===== src/rtl/serreg_pkg.sv =====
package serreg_pkg;
  localparam int ADDR_BITS  = 7;
  localparam int DATA_BITS  = 16;
  localparam int HDR_BITS   = 1 + ADDR_BITS;
  localparam int FRAME_BITS = HDR_BITS + DATA_BITS;
  localparam int PULSES     = FRAME_BITS + 1;
  localparam int IDX_W      = $clog2(PULSES);
  localparam int RIDX_W     = $clog2(DATA_BITS);

  typedef enum logic [2:0] {
    ST_IDLE,
    ST_RSTLO,
    ST_CLRLO,
    ST_GAP,
    ST_SLO,
    ST_SHI
  } seq_state_e;

  function automatic logic [FRAME_BITS-1:0] pack_frame(
    input logic                 wr,
    input logic [ADDR_BITS-1:0] addr,
    input logic [DATA_BITS-1:0] data
  );
    return {data, addr, wr};
  endfunction
endpackage


===== src/rtl/serreg_timer.sv =====
module serreg_timer #(
  parameter int CNT_W = 4
) (
  input  logic             clk,
  input  logic             rst_n,
  input  logic             restart,
  input  logic [CNT_W-1:0] reload,
  output logic             expired
);
  logic [CNT_W-1:0] cnt_q;
  logic [CNT_W-1:0] cnt_d;
  logic             cnt_en;

  always_comb begin
    cnt_en = restart || (cnt_q != '0);
    cnt_d  = restart ? reload : cnt_q - 1'b1;
  end

  always_ff @(posedge clk or negedge rst_n) begin
    if (!rst_n) begin
      cnt_q <= '0;
    end else if (cnt_en) begin
      cnt_q <= cnt_d;
    end
  end

  assign expired = (cnt_q == '0);
endmodule


===== src/rtl/serreg_frame.sv =====
module serreg_frame
  import serreg_pkg::*;
(
  input  logic                 clk,
  input  logic                 rst_n,
  input  logic                 load,
  input  logic                 ld_write,
  input  logic [ADDR_BITS-1:0] ld_addr,
  input  logic [DATA_BITS-1:0] ld_wdata,
  input  logic [IDX_W-1:0]     bit_idx,
  input  logic                 drive_en,
  input  logic                 capture,
  input  logic                 dout,
  output logic                 din,
  output logic [DATA_BITS-1:0] rdata
);
  logic [FRAME_BITS-1:0] frame_q;
  logic [FRAME_BITS-1:0] frame_d;
  logic [DATA_BITS-1:0]  rdata_q;
  logic [DATA_BITS-1:0]  rdata_d;
  logic                  in_frame;
  logic                  in_reply;
  logic                  cur_bit;
  logic                  cap_en;
  logic [RIDX_W-1:0]     ridx;

  always_comb begin
    in_frame = bit_idx < IDX_W'(FRAME_BITS);
    in_reply = in_frame && (bit_idx >= IDX_W'(HDR_BITS));
    ridx     = RIDX_W'(bit_idx - IDX_W'(HDR_BITS));
    cur_bit  = in_frame ? frame_q[bit_idx] : 1'b0;
    // reads leave the data field undriven (low)
    din      = drive_en && cur_bit && (frame_q[0] || !in_reply);
    frame_d  = pack_frame(ld_write, ld_addr, ld_wdata);
    cap_en   = capture && !frame_q[0] && in_reply;
    rdata_d  = rdata_q;
    rdata_d[ridx] = dout;
  end

  always_ff @(posedge clk or negedge rst_n) begin
    if (!rst_n) begin
      frame_q <= '0;
    end else if (load) begin
      frame_q <= frame_d;
    end
  end

  always_ff @(posedge clk or negedge rst_n) begin
    if (!rst_n) begin
      rdata_q <= '0;
    end else if (cap_en) begin
      rdata_q <= rdata_d;
    end
  end

  assign rdata = rdata_q;
endmodule


===== src/rtl/serreg_master.sv =====
module serreg_master
  import serreg_pkg::*;
#(
  parameter int HALF_LO = 4,
  parameter int HALF_HI = 4
) (
  input  logic                 clk,
  input  logic                 rst_n,
  input  logic                 req,
  input  logic                 req_write,
  input  logic [ADDR_BITS-1:0] req_addr,
  input  logic [DATA_BITS-1:0] req_wdata,
  input  logic                 init_req,
  output logic                 busy,
  output logic                 done,
  output logic [DATA_BITS-1:0] rdata,
  output logic                 link_clr_n,
  output logic                 link_strb,
  output logic                 link_din,
  input  logic                 link_dout,
  output logic                 link_rst_n
);
  localparam int LO_EFF = (HALF_LO < 2) ? 2 : HALF_LO;
  localparam int HI_EFF = (HALF_HI < 2) ? 2 : HALF_HI;
  localparam int MAX_H  = (LO_EFF > HI_EFF) ? LO_EFF : HI_EFF;
  localparam int CNT_W  = $clog2(MAX_H);
  localparam logic [CNT_W-1:0] LO_RELOAD = CNT_W'(LO_EFF - 1);
  localparam logic [CNT_W-1:0] HI_RELOAD = CNT_W'(HI_EFF - 1);
  localparam logic [IDX_W-1:0] LAST_IDX  = IDX_W'(PULSES - 1);

  seq_state_e       state_q, state_d;
  logic [IDX_W-1:0] idx_q, idx_d;
  logic             done_q, done_d;
  logic             restart;
  logic [CNT_W-1:0] reload;
  logic             tc;
  logic             load_frame;
  logic             capture;
  logic             drive_en;

  serreg_timer #(.CNT_W(CNT_W)) u_timer (
    .clk     (clk),
    .rst_n   (rst_n),
    .restart (restart),
    .reload  (reload),
    .expired (tc)
  );

  serreg_frame u_frame (
    .clk      (clk),
    .rst_n    (rst_n),
    .load     (load_frame),
    .ld_write (req_write),
    .ld_addr  (req_addr),
    .ld_wdata (req_wdata),
    .bit_idx  (idx_q),
    .drive_en (drive_en),
    .capture  (capture),
    .dout     (link_dout),
    .din      (link_din),
    .rdata    (rdata)
  );

  always_comb begin
    state_d    = state_q;
    idx_d      = idx_q;
    done_d     = 1'b0;
    restart    = 1'b0;
    reload     = LO_RELOAD;
    load_frame = 1'b0;
    capture    = 1'b0;
    case (state_q)
      ST_IDLE: begin
        if (init_req) begin
          state_d = ST_RSTLO;
          restart = 1'b1;
        end else if (req) begin
          state_d    = ST_CLRLO;
          restart    = 1'b1;
          load_frame = 1'b1;
        end
      end
      ST_RSTLO: begin
        if (tc) begin
          state_d = ST_IDLE;
          done_d  = 1'b1;
        end
      end
      ST_CLRLO: begin
        if (tc) begin
          state_d = ST_GAP;
          restart = 1'b1;
        end
      end
      ST_GAP: begin
        if (tc) begin
          state_d = ST_SLO;
          idx_d   = '0;
          restart = 1'b1;
        end
      end
      ST_SLO: begin
        if (tc) begin
          state_d = ST_SHI;
          restart = 1'b1;
          reload  = HI_RELOAD;
        end
      end
      ST_SHI: begin
        if (tc) begin
          capture = 1'b1;
          if (idx_q == LAST_IDX) begin
            state_d = ST_IDLE;
            done_d  = 1'b1;
          end else begin
            state_d = ST_SLO;
            idx_d   = idx_q + 1'b1;
            restart = 1'b1;
          end
        end
      end
      default: state_d = ST_IDLE;
    endcase
  end

  always_ff @(posedge clk or negedge rst_n) begin
    if (!rst_n) begin
      state_q <= ST_IDLE;
      idx_q   <= '0;
      done_q  <= 1'b0;
    end else begin
      state_q <= state_d;
      idx_q   <= idx_d;
      done_q  <= done_d;
    end
  end

  assign busy       = (state_q != ST_IDLE);
  assign done       = done_q;
  assign drive_en   = (state_q == ST_SLO) || (state_q == ST_SHI);
  assign link_strb  = (state_q == ST_SHI);
  assign link_clr_n = (state_q != ST_CLRLO);
  assign link_rst_n = (state_q != ST_RSTLO);
endmodule


===== config.mk =====
export PLATFORM = sky130hd
export DESIGN_NAME = serreg_master
export DESIGN_NICKNAME = d
export VERILOG_FILES = /design/src/rtl/serreg_pkg.sv /design/src/rtl/serreg_timer.sv /design/src/rtl/serreg_frame.sv /design/src/rtl/serreg_master.sv
export SDC_FILE = /design/constraint.sdc
export NUM_CORES = 1
export LEC_CHECK = 0
export BUFFER_PORTS_ARGS = -buffer_cell sky130_fd_sc_hd__buf_2
export CAP_MARGIN = 20
export CORE_ASPECT_RATIO = 0.8
export CORE_MARGIN = 2
export CORE_UTILIZATION = 25
export CTS_CLUSTER_SIZE = 10
export DETAILED_ROUTE_END_ITERATION = 7
export HOLD_SLACK_MARGIN = 0.1
export REMOVE_ABC_BUFFERS = 1
export SLEW_MARGIN = 20
export SYNTH_ARGS = -nofsm -noshare
export SYNTH_HDL_FRONTEND = slang
export SYNTH_SLANG_ARGS = --single-unit

===== constraint.sdc =====
create_clock -name clk -period 3.7 [get_ports clk]
set_input_delay 1.11 -clock clk [delete_from_list [all_inputs] [get_ports clk]]
set_output_delay 1.11 -clock clk [all_outputs]
set_load 0.02 [all_outputs]

==> implementation parameters <==
Parameter                              Value

Status
  Status    finished, final reports clean

Critical path
  R2r startpoint    idx_q[1]
  Worst path max stage delay    650 ps
  Peak fanout along the critical path    12
  Crit path launch type    flip-flop
  Kind of end point of the critical path    output port
  R2R depth    6
  Terminus of the critical flop-to-flop path    idx_q[4]
  Data arrival time of the critical path    2190 ps
  Worst reg-to-reg setup slack    1440 ps
  Endpoint required time on the critical path    2590 ps
  Worst-path cell with the longest stage delay    dfrtp_1
  Critical Path, Cell by Cell    mux4_2, and2_1, o311ai_1, a21oi_1, buf_2
  Crit Path Class    reg2out

Clock tree
  Number of clock sinks seen by CTS    51
  Total number of H-tree levels    2
  Post-CTS Setup Bufs    0
  Register clock-pin slew on the reported worst setup and hold paths    60 ps
  Clk root buf    clkbuf_16
  Clock latency on the worst-skew pair    280 ps
  CTS tree    yes
  Cts hold-fix bufs    0
  Number of buffers on the longest clock path    2
  TritonCTS buffer count    5
  Resize count post-CTS    0

Synth
  Number of enable flip-flop cells after synthesis    0
  Post-synthesis instance area    2670 µm²
  Synth top area share    47.9%
  Sequential-to-total area share from yosys stat    47.9%
  Commonest register cell after synthesis    dfrtp_1
  Library cell occupying the most area in the post-synthesis netlist    dfrtp_1
  Gate count after technology mapping    210
  Leading cell types by total area after synthesis    dfrtp_1 (48%), mux2_4 (11%), mux2_2 (7.6%)
  Synthesis warning total    0
  Post-synth ARST share    100%
  Average instance area after synthesis    12.7 µm²
  Flip-flop and latch count after synthesis    51
  Number of distinct library cell variants in the gate-level netlist after synthesis    47

Timing
  Transition time at the pin with the least slew margin    558 ps
  Final critical-path required period    3300 ps
  Skew final    5.32 ps
  Final period util    89.2%
  Maximum clock frequency    303 MHz
  Max Transition Viols Final    0
  Setup TNS after final layout    0 ps
  Count of final hold-check violations    0
  Setup repair after global routing missed its margin    false
  Max transition margin    62.8%
  Setup violators final    0

Detailed routing
  Total DRC errors in the routed layout    0
  Routed wire length    5540 µm
  Count of nets left with antenna violations after detail routing    0
  Number of vias per cell after detailed routing    4.42
  Number of optimization iterations in the first detailed-route pass    4
  DRC violation total after the first TritonRoute iteration    69
  Routed wire per std cell    14.0 µm
  DR vias    1,749

Finish
  Highest-count cells in the layout ignoring fill and taps    dfrtp_1 (51), buf_2 (50), mux2_4 (20), mux2_2 (18), nand3_1 (14)
  Fill cells    1,059
  Count of placed standard cells in the final layout, fillers left out    396
  Fraction of final layout cells sized beyond drive strength 1    41.8%
  Post-synthesis to final-layout area growth    19.2%
  Diodes inserted    0
  Post-route design area    3180 µm²
  Final net count    290
  Post-route core utilization    30.8%
  Leading cell type in the layout, fill and taps excluded    dfrtp_1

Hold path
  Launch point of the worst hold path    u_frame.rdata[2]
  HP Class    reg2reg
  Worst Hold End    u_frame.rdata[2]
  Hold path cells    1

Die
  Starting density of the core    25.8%
  Core Rows    33
  Die footprint    11,500 µm²
  DIE WIDTH    119 µm
  Core Region    10,300 µm²
  Number of top-level pins    51
  Height of the chip    96.4 µm

Job
  Maximum capacitance violations    0

Global routing
  Overall Global Routing Usage    9.94%
  Largest net degree at the start of global routing    31
  First-pass GRT wire length    9090 µm
  Number of antenna violations at the first check in global routing    0
  Aggregate global routing overflow    0
  Number of global-route vias before repair    1,713

Placement
  Area after detailed placement    3020 µm²
  Cell total after placement    389
  Port bufs    50
  GP Congestion    0.803
  DPL Wire Length    4160 µm

Power and ir drop
  Worst supply voltage drop on vdd    0.000277 V
  Pwr Density    645 nW/µm²
  Design Power    2.05 mW
  Leakage power    1.46 nW
## flip-flops by register name (all words and copies together) (netlist names)
register / flops
u_frame.frame_q: 24
u_frame.rdata: 16
idx_q: 5
state_q: 3
u_timer.cnt_q: 2
done: 1
## cell usage after synthesis, drive strengths merged (2+ instances only)
cell type	instances
nand3b	3
ha	5
nand2	9
nor3	3
nor2	7
nor2b	2
mux2	40
clkbuf	4
mux4	4
o21ai	8
a21o	3
nand4	4
a21oi	3
nand3	14
mux2i	4
buf	9
o31ai	5
dfrtp	51
a31oi	2
nand4b	2
inv	8
and2b	2
## per-layer routing
metal	GRT usage, %	wire [µm]	up-vias
met2	13.9	2250	51
met4	1.47	0	0
met5	0	0	-
li1	-	-	855
met1	15.6	3030	843
met3	2.31	268	0
## cells by family (layout without fill, tap and decap cells)
family / after synthesis / after routing / share of synthesized area [%]
buf+inv: 21 / 67 / 4.51
simple gates: 54 / 54 / 12.7
flops: 51 / 51 / 47.9
xor+xnor: 2 / 2 / 0.657
fa+ha+maj: 6 / 6 / 2.72
mux: 48 / 48 / 24.6
compound gates: 28 / 28 / 6.90
## worst max-delay path, delay by kind of cell, from the launching register on
| kind | cells | cell delay [ps] |
|---|---|---|
| buffers and inverters | 1 | 170 |
| and+or+nand+nor | 1 | 170 |
| muxes | 1 | 550 |
| AOI/OAI and AO/OA | 2 | 360 |
| DFF | 1 | 650 |
## metrics by stage
step | setup WS [ps] | hold slack, ps
floorplan | 953 | 461
global placement | 716 | 474
detailed placement | 676 | 489
CTS | 361 | 505
global route | 210 | 516
finish | 400 | 494
## worst max path at each step
stage / start / to / slack [ps] / depth (start not counted)
global route: idx_q[0] / link_din / 210 / 5
floorplan: idx_q[0] / link_din / 950 / 4
global placement: idx_q[0] / link_din / 720 / 5
detailed placement: idx_q[0] / link_din / 680 / 5
finish: idx_q[0] / link_din / 400 / 5
CTS: idx_q[0] / link_din / 360 / 5
## power breakdown
part	switching [mW]	leakage [nW]	internal, mW
Sequential	0.163	0.617	0.734
Clock	0.191	0.0759	0.315
Combinational	0.268	0.768	0.379
Total	0.622	1.46	1.43
## layout make-up
class | instances | area (µm²) | share of cell area (%)
Sequential cell | 51 | 1280 | 40.2
Multi-Input combinational cell | 138 | 1270 | 39.9
Timing Repair Buffer | 52 | 265 | 8.35
Tap cell | 140 | 175 | 5.51
Clock buffer | 5 | 125 | 3.94
Clock inverter | 2 | 37.5 | 1.18
Inverter | 8 | 30.0 | 0.945
No activity file was read; power rests on OpenSTA's default activity.
